$ cat src/rtl/eepa_pkg.sv
package eepa_pkg;
   typedef enum logic [1:0] {
      SEQ_IDLE = 2'd0,
      SEQ_WAIT = 2'd1,
      SEQ_SEND = 2'd2,
      SEQ_ACK  = 2'd3
   } seq_state_e;
endpackage

$ cat src/rtl/eepa_timeout.sv
module eepa_timeout #(
   parameter int TICKS = 60000,
   parameter int DIV   = 100
) (
   input  logic clk,
   input  logic rst_n,
   input  logic clear,
   input  logic run,
   output logic expired
);
   localparam int TW = $clog2(TICKS + 1);

   if (TICKS < 2) begin : g_bad_ticks
      $error("eepa_timeout: TICKS must be at least 2");
   end
   if (DIV < 1) begin : g_bad_div
      $error("eepa_timeout: DIV must be at least 1");
   end

   logic          step;
   logic [TW-1:0] ticks_q;
   logic          exp_q;

   // the window is either counted directly or through a prescaler
   if (DIV == 1) begin : g_direct
      assign step = run && !exp_q;
   end else begin : g_prescale
      localparam int PW = $clog2(DIV);
      logic [PW-1:0] pre_q;
      always_ff @(posedge clk or negedge rst_n) begin
         if (!rst_n)                   pre_q <= '0;
         else if (clear)               pre_q <= '0;
         else if (run && !exp_q) begin
            if (pre_q == PW'(DIV - 1)) pre_q <= '0;
            else                       pre_q <= pre_q + 1'b1;
         end
      end
      assign step = run && !exp_q && (pre_q == PW'(DIV - 1));
   end

   always_ff @(posedge clk or negedge rst_n) begin
      if (!rst_n) begin
         ticks_q <= '0;
         exp_q   <= 1'b0;
      end else if (clear) begin
         ticks_q <= '0;
         exp_q   <= 1'b0;
      end else if (step) begin
         ticks_q <= ticks_q + 1'b1;
         if (ticks_q == TW'(TICKS - 1)) exp_q <= 1'b1;
      end
   end

   assign expired = exp_q;

   // once expired the window stays expired until a new command clears it
   a_r9_expiry_sticky: assert property (@(posedge clk) disable iff (!rst_n)
      (exp_q && !clear) |=> exp_q);
   // the tick count never passes the window length
   a_r9_tick_bound: assert property (@(posedge clk) disable iff (!rst_n)
      ticks_q <= TW'(TICKS));
endmodule

$ cat src/rtl/eepa_tx_arb.sv
module eepa_tx_arb #(
   parameter int BYTE_W = 8
) (
   input  logic              clk,
   input  logic              rst_n,
   input  logic              load,
   input  logic [BYTE_W-1:0] byte_in,
   input  logic              active,
   input  logic              scl_stb,
   input  logic              sda_in,
   output logic              sda_drv,
   output logic              last_bit,
   output logic              lost
);
   localparam int IW = $clog2(BYTE_W);

   if (BYTE_W < 2) begin : g_bad_width
      $error("eepa_tx_arb: BYTE_W must be at least 2");
   end

   logic [BYTE_W-1:0] sh_q;
   logic [IW-1:0]     idx_q;
   logic              lost_q;

   // after a loss the line is only released, never driven low
   assign sda_drv  = active ? (lost_q | sh_q[BYTE_W-1]) : 1'b1;
   assign last_bit = (idx_q == IW'(BYTE_W - 1));
   assign lost     = lost_q;

   always_ff @(posedge clk or negedge rst_n) begin
      if (!rst_n) begin
         sh_q   <= '0;
         idx_q  <= '0;
         lost_q <= 1'b0;
      end else if (load) begin
         sh_q   <= byte_in;
         idx_q  <= '0;
         lost_q <= 1'b0;
      end else if (active && scl_stb) begin
         sh_q  <= {sh_q[BYTE_W-2:0], 1'b0};
         idx_q <= idx_q + 1'b1;
         if (sda_drv && !sda_in) lost_q <= 1'b1;
      end
   end

   // a loss is only ever recorded from a released bit read back low
   a_r3_loss_cause: assert property (@(posedge clk) disable iff (!rst_n)
      $rose(lost_q) |-> $past(active && scl_stb && sda_drv && !sda_in));
   // outside the control byte nothing alters the loss record
   a_r4_no_compare_outside: assert property (@(posedge clk) disable iff (!rst_n)
      (!active && !load) |=> $stable(lost_q));
endmodule

$ cat src/rtl/eeprom_arb_seq.sv
module eeprom_arb_seq #(
   parameter int              CODE_W        = 4,
   parameter logic [CODE_W-1:0] DEV_CODE    = 4'b1010,
   parameter int              ADDR_W        = 3,
   parameter int              TIMEOUT_TICKS = 60000,
   parameter int              TICK_DIV      = 100
) (
   input  logic              clk,
   input  logic              rst_n,
   input  logic              cmd_start,
   input  logic              cmd_poll,
   input  logic [ADDR_W-1:0] cmd_addr,
   input  logic              cmd_rw,
   input  logic              bus_busy,
   input  logic              scl_stb,
   input  logic              sda_in,
   output logic              sda_out,
   output logic              gen_start,
   output logic              gen_stop,
   output logic              done,
   output logic              ack_ok,
   output logic              timeout_flag
);
   import eepa_pkg::*;

   localparam int BYTE_W = CODE_W + ADDR_W + 1;

   if (CODE_W < 1 || ADDR_W < 1) begin : g_bad_fields
      $error("eeprom_arb_seq: CODE_W and ADDR_W must be at least 1");
   end

   seq_state_e        st_q;
   logic              poll_q;
   logic [BYTE_W-1:0] ctrl_q;
   logic              done_q, ack_q, to_q, gs_q, gp_q;

   logic accept, abort_wait, load, expired;
   logic sda_drv, last_bit, lost;

   assign accept     = (st_q == SEQ_IDLE) && cmd_start;
   assign abort_wait = (st_q == SEQ_WAIT) && !poll_q && expired;
   assign load       = (st_q == SEQ_WAIT) && !abort_wait && !bus_busy;

   eepa_timeout #(.TICKS(TIMEOUT_TICKS), .DIV(TICK_DIV)) u_window (
      .clk     (clk),
      .rst_n   (rst_n),
      .clear   (accept),
      .run     (st_q != SEQ_IDLE),
      .expired (expired)
   );

   eepa_tx_arb #(.BYTE_W(BYTE_W)) u_tx (
      .clk      (clk),
      .rst_n    (rst_n),
      .load     (load),
      .byte_in  (ctrl_q),
      .active   (st_q == SEQ_SEND),
      .scl_stb  (scl_stb),
      .sda_in   (sda_in),
      .sda_drv  (sda_drv),
      .last_bit (last_bit),
      .lost     (lost)
   );

   always_ff @(posedge clk or negedge rst_n) begin
      if (!rst_n) begin
         st_q   <= SEQ_IDLE;
         poll_q <= 1'b0;
         ctrl_q <= '0;
         done_q <= 1'b0;
         ack_q  <= 1'b0;
         to_q   <= 1'b0;
         gs_q   <= 1'b0;
         gp_q   <= 1'b0;
      end else begin
         done_q <= 1'b0;
         gs_q   <= 1'b0;
         gp_q   <= 1'b0;
         unique case (st_q)
            SEQ_IDLE: if (cmd_start) begin
               poll_q <= cmd_poll;
               ctrl_q <= {DEV_CODE, cmd_addr, cmd_poll ? 1'b0 : cmd_rw};
               ack_q  <= 1'b0;
               to_q   <= 1'b0;
               st_q   <= SEQ_WAIT;
            end
            SEQ_WAIT: if (abort_wait) begin
               done_q <= 1'b1;
               to_q   <= 1'b1;
               st_q   <= SEQ_IDLE;
            end else if (!bus_busy) begin
               gs_q <= 1'b1;
               st_q <= SEQ_SEND;
            end
            SEQ_SEND: if (scl_stb && last_bit) st_q <= SEQ_ACK;
            SEQ_ACK: if (scl_stb) begin
               if (lost) begin
                  st_q <= SEQ_WAIT;               // restart the same sequence
               end else if (!poll_q) begin
                  done_q <= 1'b1;
                  ack_q  <= !sda_in;
                  st_q   <= SEQ_IDLE;
               end else if (!sda_in) begin
                  done_q <= 1'b1;
                  ack_q  <= 1'b1;
                  st_q   <= SEQ_IDLE;
               end else begin
                  gp_q <= 1'b1;
                  if (expired) begin              // that was the final poll
                     done_q <= 1'b1;
                     to_q   <= 1'b1;
                     st_q   <= SEQ_IDLE;
                  end else begin
                     st_q <= SEQ_WAIT;
                  end
               end
            end
            default: st_q <= SEQ_IDLE;
         endcase
      end
   end

   assign sda_out      = sda_drv;
   assign gen_start    = gs_q;
   assign gen_stop     = gp_q;
   assign done         = done_q;
   assign ack_ok       = ack_q;
   assign timeout_flag = to_q;

   // a START request only follows a cycle with the bus free
   a_r2_start_on_free: assert property (@(posedge clk) disable iff (!rst_n)
      gen_start |-> $past(!bus_busy));
   // the driven bit holds between strobes during the control byte
   a_r2_hold_bit: assert property (@(posedge clk) disable iff (!rst_n)
      (st_q == SEQ_SEND && !scl_stb) |=> $stable(sda_out));
   // done is a single-cycle pulse
   a_r7_done_pulse: assert property (@(posedge clk) disable iff (!rst_n)
      done |=> !done);
   // a poll ending on timeout always asks for STOP in the same cycle
   a_r9_final_stop: assert property (@(posedge clk) disable iff (!rst_n)
      (done && timeout_flag && poll_q) |-> gen_stop);
   // a timed-out command never reports an acknowledge
   a_r10_timeout_no_ack: assert property (@(posedge clk) disable iff (!rst_n)
      timeout_flag |-> !ack_ok);
   // a start request outside idle leaves the control byte alone
   a_r11_busy_ignore: assert property (@(posedge clk) disable iff (!rst_n)
      (st_q != SEQ_IDLE) |=> $stable(ctrl_q));
endmodule

$ cat config.mk
export PLATFORM = sky130hd
export DESIGN_NAME = eeprom_arb_seq
export DESIGN_NICKNAME = d
export VERILOG_FILES = /design/src/rtl/eepa_pkg.sv /design/src/rtl/eepa_timeout.sv /design/src/rtl/eepa_tx_arb.sv /design/src/rtl/eeprom_arb_seq.sv
export SDC_FILE = /design/constraint.sdc
export NUM_CORES = 1
export LEC_CHECK = 0
export BUFFER_PORTS_ARGS = -buffer_cell sky130_fd_sc_hd__buf_2
export CORE_UTILIZATION = 56
export CTS_BUF_LIST = sky130_fd_sc_hd__clkbuf_8
export CTS_CLUSTER_SIZE = 20
export DETAILED_ROUTE_END_ITERATION = 10
export GPL_ROUTABILITY_DRIVEN = 0
export PLACE_DENSITY_LB_ADDON = 0.12
export SLEW_MARGIN = 10
export SYNTH_ARGS = -nofsm -noshare
export SYNTH_HDL_FRONTEND = slang
export SYNTH_SLANG_ARGS = --single-unit
$ cat constraint.sdc
create_clock -name clk -period 1.9 [get_ports clk]
set_clock_uncertainty 0.1 [all_clocks]
set_input_delay 0.19 -clock clk [delete_from_list [all_inputs] [get_ports clk]]
set_output_delay 0.19 -clock clk [all_outputs]
set_load 0.01 [all_outputs]
==> impl_metrics.ini <==
[status]
run_status = completed

[power]
power_density_mw_per_mm2 = 1130
post-layout-total-power_uw = 3300
total_leakage_power_uw = 0.00134
vdd_ir_drop_max_mv = 0.642

[routing]
drt.antenna.violating_nets = 0
drt-initial-drc-count = 126
wirelength_mm = 5.05
avgRoutedWirePerCell_um = 14.2
drc = 0
drt-vias-per-instance = 5.81
via_count = 2075
drt_pass1_iterations = 5

[die]
rows = 23
effective_utilization_at_floorplan_pct = 60.2
coreArea_mm2 = 0.00412
die_h_um = 68.5
io_pins = 17
die-width_um = 68.5
die_area_mm2 = 0.00469

[place]
numPortBuffers = 16
hpwl_mm = 3.56
place_inst = 338

[logic_synthesis]
synth-seq-cells = 49
synthTopCellsByArea = dfrtp_1 49%, nand2_1 7.6%, a21oi_1 3.8%, o21ai_0 2.8%, nor2_1 2.6%
ys_async_sr_fraction_pct = 100
synth.largest_area_cell = dfrtp_1
post_synth_edffs = 0
postSynth.topFlopCell = dfrtp_1
yosysSeqAreaShare_pct = 49.5
ys_warn_count = 0
mappedNetlistNets = 280
netlist_instances = 265
synth_largest_type_area_fraction_pct = 49.5
syn-mean-instance-area_um2 = 9.35
synth_cell_type_count = 47
mappedNetlistArea_mm2 = 0.00248

[sta]
final-setup-viol-count = 0
hold_viol_final = 0
layout_worst_path_cycle_share_pct = 97.3
setup_repair_after_global_routing_missed_its_margin = yes
final.hold.worst_slack_ps = 15.2
relSlewSlack_pct = 67.2
post_layout_minimum_cycle_time_ps = 1850
maxSlewViolCount = 0
max_slew.worst_pin.slew_ps = 492
max_clock_freq_mhz = 541
fin_setup_tns_ps = 0

[setup_path]
worst-endpoint-required_ps = 1610
reg_to_reg_critical_path_endpoint = u_window.ticks_q[13]$_DFFE_PN0P_
end_kind = output pin
r2r_start = u_window.ticks_q[0]$_DFFE_PN0P_
setup.worst_path.start_class = register
arrival_ps = 1560
timing_worst_setup_path_type = reg2out
worstPathMaxFanout = 9
timing.reg2reg.setup_slack_ps = 60
timing.reg2reg.worst_path_depth = 4

[global_route]
grt_pass1_vias = 1944
grt_start_max_net_pins = 30
grt_util_overall_pct = 25.0
global_route_wire_length_before_repair_mm = 8.49
global_route.overflow_total = 0
grt_antenna_before_repair = 0

[min_path]
worst_hold_startpoint = cmd_rw
timing.hold.worst_path_depth = 3
terminating_pin_of_the_worst_hold_path = ctrl_q[0]$_DFFE_PN0P_
holdCritPathClass = in2reg

[clock_network]
cts-buffers-inserted = 5
h-tree-depth = 2
worst_skew_pair.late_latency_ps = 310
sink_count = 49
cts_tree = done
cts_max_path_buffers = 2
worst_setup_hold_path_clk_slew_ps = 90
root_buffer = clkbuf_8

[finish]
leading_cell_type_in_the_layout_fill_and_taps_excluded = nand2_1
layout-drive-gt1-share_pct = 22.1
finish.net_count = 321
ant_diodes = 0
layout_common_cells = 50 x nand2_1, 47 x dfrtp_1, 24 x buf_4, 17 x nor2_1
final_core_utilization_pct = 71.4
area_growth_pct = 18.5
finish.cell_count_without_fillers = 357

[run]
maxCapViolations = 0
==> registers in the layout (all words and copies together), names as in the netlist, 3 cells and up, named ones only <==
| signal | count |
|---|---|
| ctrl_q | 5 |
| u_tx.idx_q | 3 |
| u_tx.sh_q | 8 |
| u_window.g_prescale.pre_q | 7 |
| u_window.ticks_q | 16 |
==> worst max-delay path by stage <==
stage,from,end
after detailed placement,u_window.ticks_q[0]$_DFFE_PN0P_,u_window.ticks_q[13]$_DFFE_PN0P_
after floorplan,u_window.g_prescale.pre_q[0]$_DFFE_PN0P_,u_window.ticks_q[14]$_DFFE_PN0P_
after global placement,u_window.ticks_q[0]$_DFFE_PN0P_,u_window.ticks_q[13]$_DFFE_PN0P_
after global routing,u_window.g_prescale.pre_q[1]$_DFFE_PN0P_,u_window.ticks_q[12]$_DFFE_PN0P_
final,register,sda_out
after CTS,u_window.ticks_q[0]$_DFFE_PN0P_,u_window.ticks_q[13]$_DFFE_PN0P_
==> area by class of cell <==
type | instances | area [um^2]
multi-input cells | 197 | 1200
inverters | 7 | 26.3
clock buffers | 5 | 68.8
repair buffers | 46 | 330
flip-flops and latches | 49 | 1230
well taps | 50 | 62.6
clock inverters | 3 | 21.3
fillers | 325 | 1180
==> critical path, stage by stage, from the launching register on <==
cell     delay [ps]
dfrtp_1         350
buf_4           170
inv_2            80
or4_1           510
buf_2           150
==> cell families (layout without fill, tap and decap cells) <==
logic type      after synthesis  count (layout)  synth area share, %
simple gates                128             128                 27.6
compound gates               56              56                 13.7
flops                        49              49                 49.5
buf+inv                      19              61                 3.79
xor+xnor                      6               6                 2.12
fa+ha+maj                     4               4                 2.02
mux                           3               3                 1.26
==> cell usage after synthesis (3+ instances only) <==
cell,n
a21oi_1,19
a22oi_1,3
a31oi_1,4
and3_1,4
and4_1,3
buf_2,3
buf_4,3
clkbuf_1,5
dfrtp_1,49
ha_1,4
inv_1,7
nand2_1,50
nand2b_1,3
nand3_1,12
nand4_1,6
nand4b_1,4
nor2_1,17
nor2b_1,3
o21ai_0,14
o31ai_1,4
or3_1,7
or4_1,7
xor2_1,4
==> timing repair <==
action,CTS,global route
setup buffers,1,5
hold endpoints to repair,24,0
endpoints found under the setup margin,1,7
hold buffers,5,0
pin swaps,0,4
resized for setup,1,11
==> power by group <==
group	total, uW	leakage (uW)	internal (uW)	switching, uW
Combinational	1220	0.000650	534	688
Clock	616	0.0000445	261	354
Sequential	1470	0.000643	1300	166
==> through the flow <==
step                cell area, um^2  setup slack, ps
floorplan                      2480             84.4
global placement               2710              107
detailed placement             2710             34.5
CTS                            2860             32.5
global route                   2940            -17.3
finish                         2940             51.3
==> per-layer routing <==
metal	wire, um	GRT usage [%]
met1	2450	33.3
met2	2330	40.2
met3	191	4.93
met4	74	9.64
met5	0	0
Power figures use the tool's default switching activity.
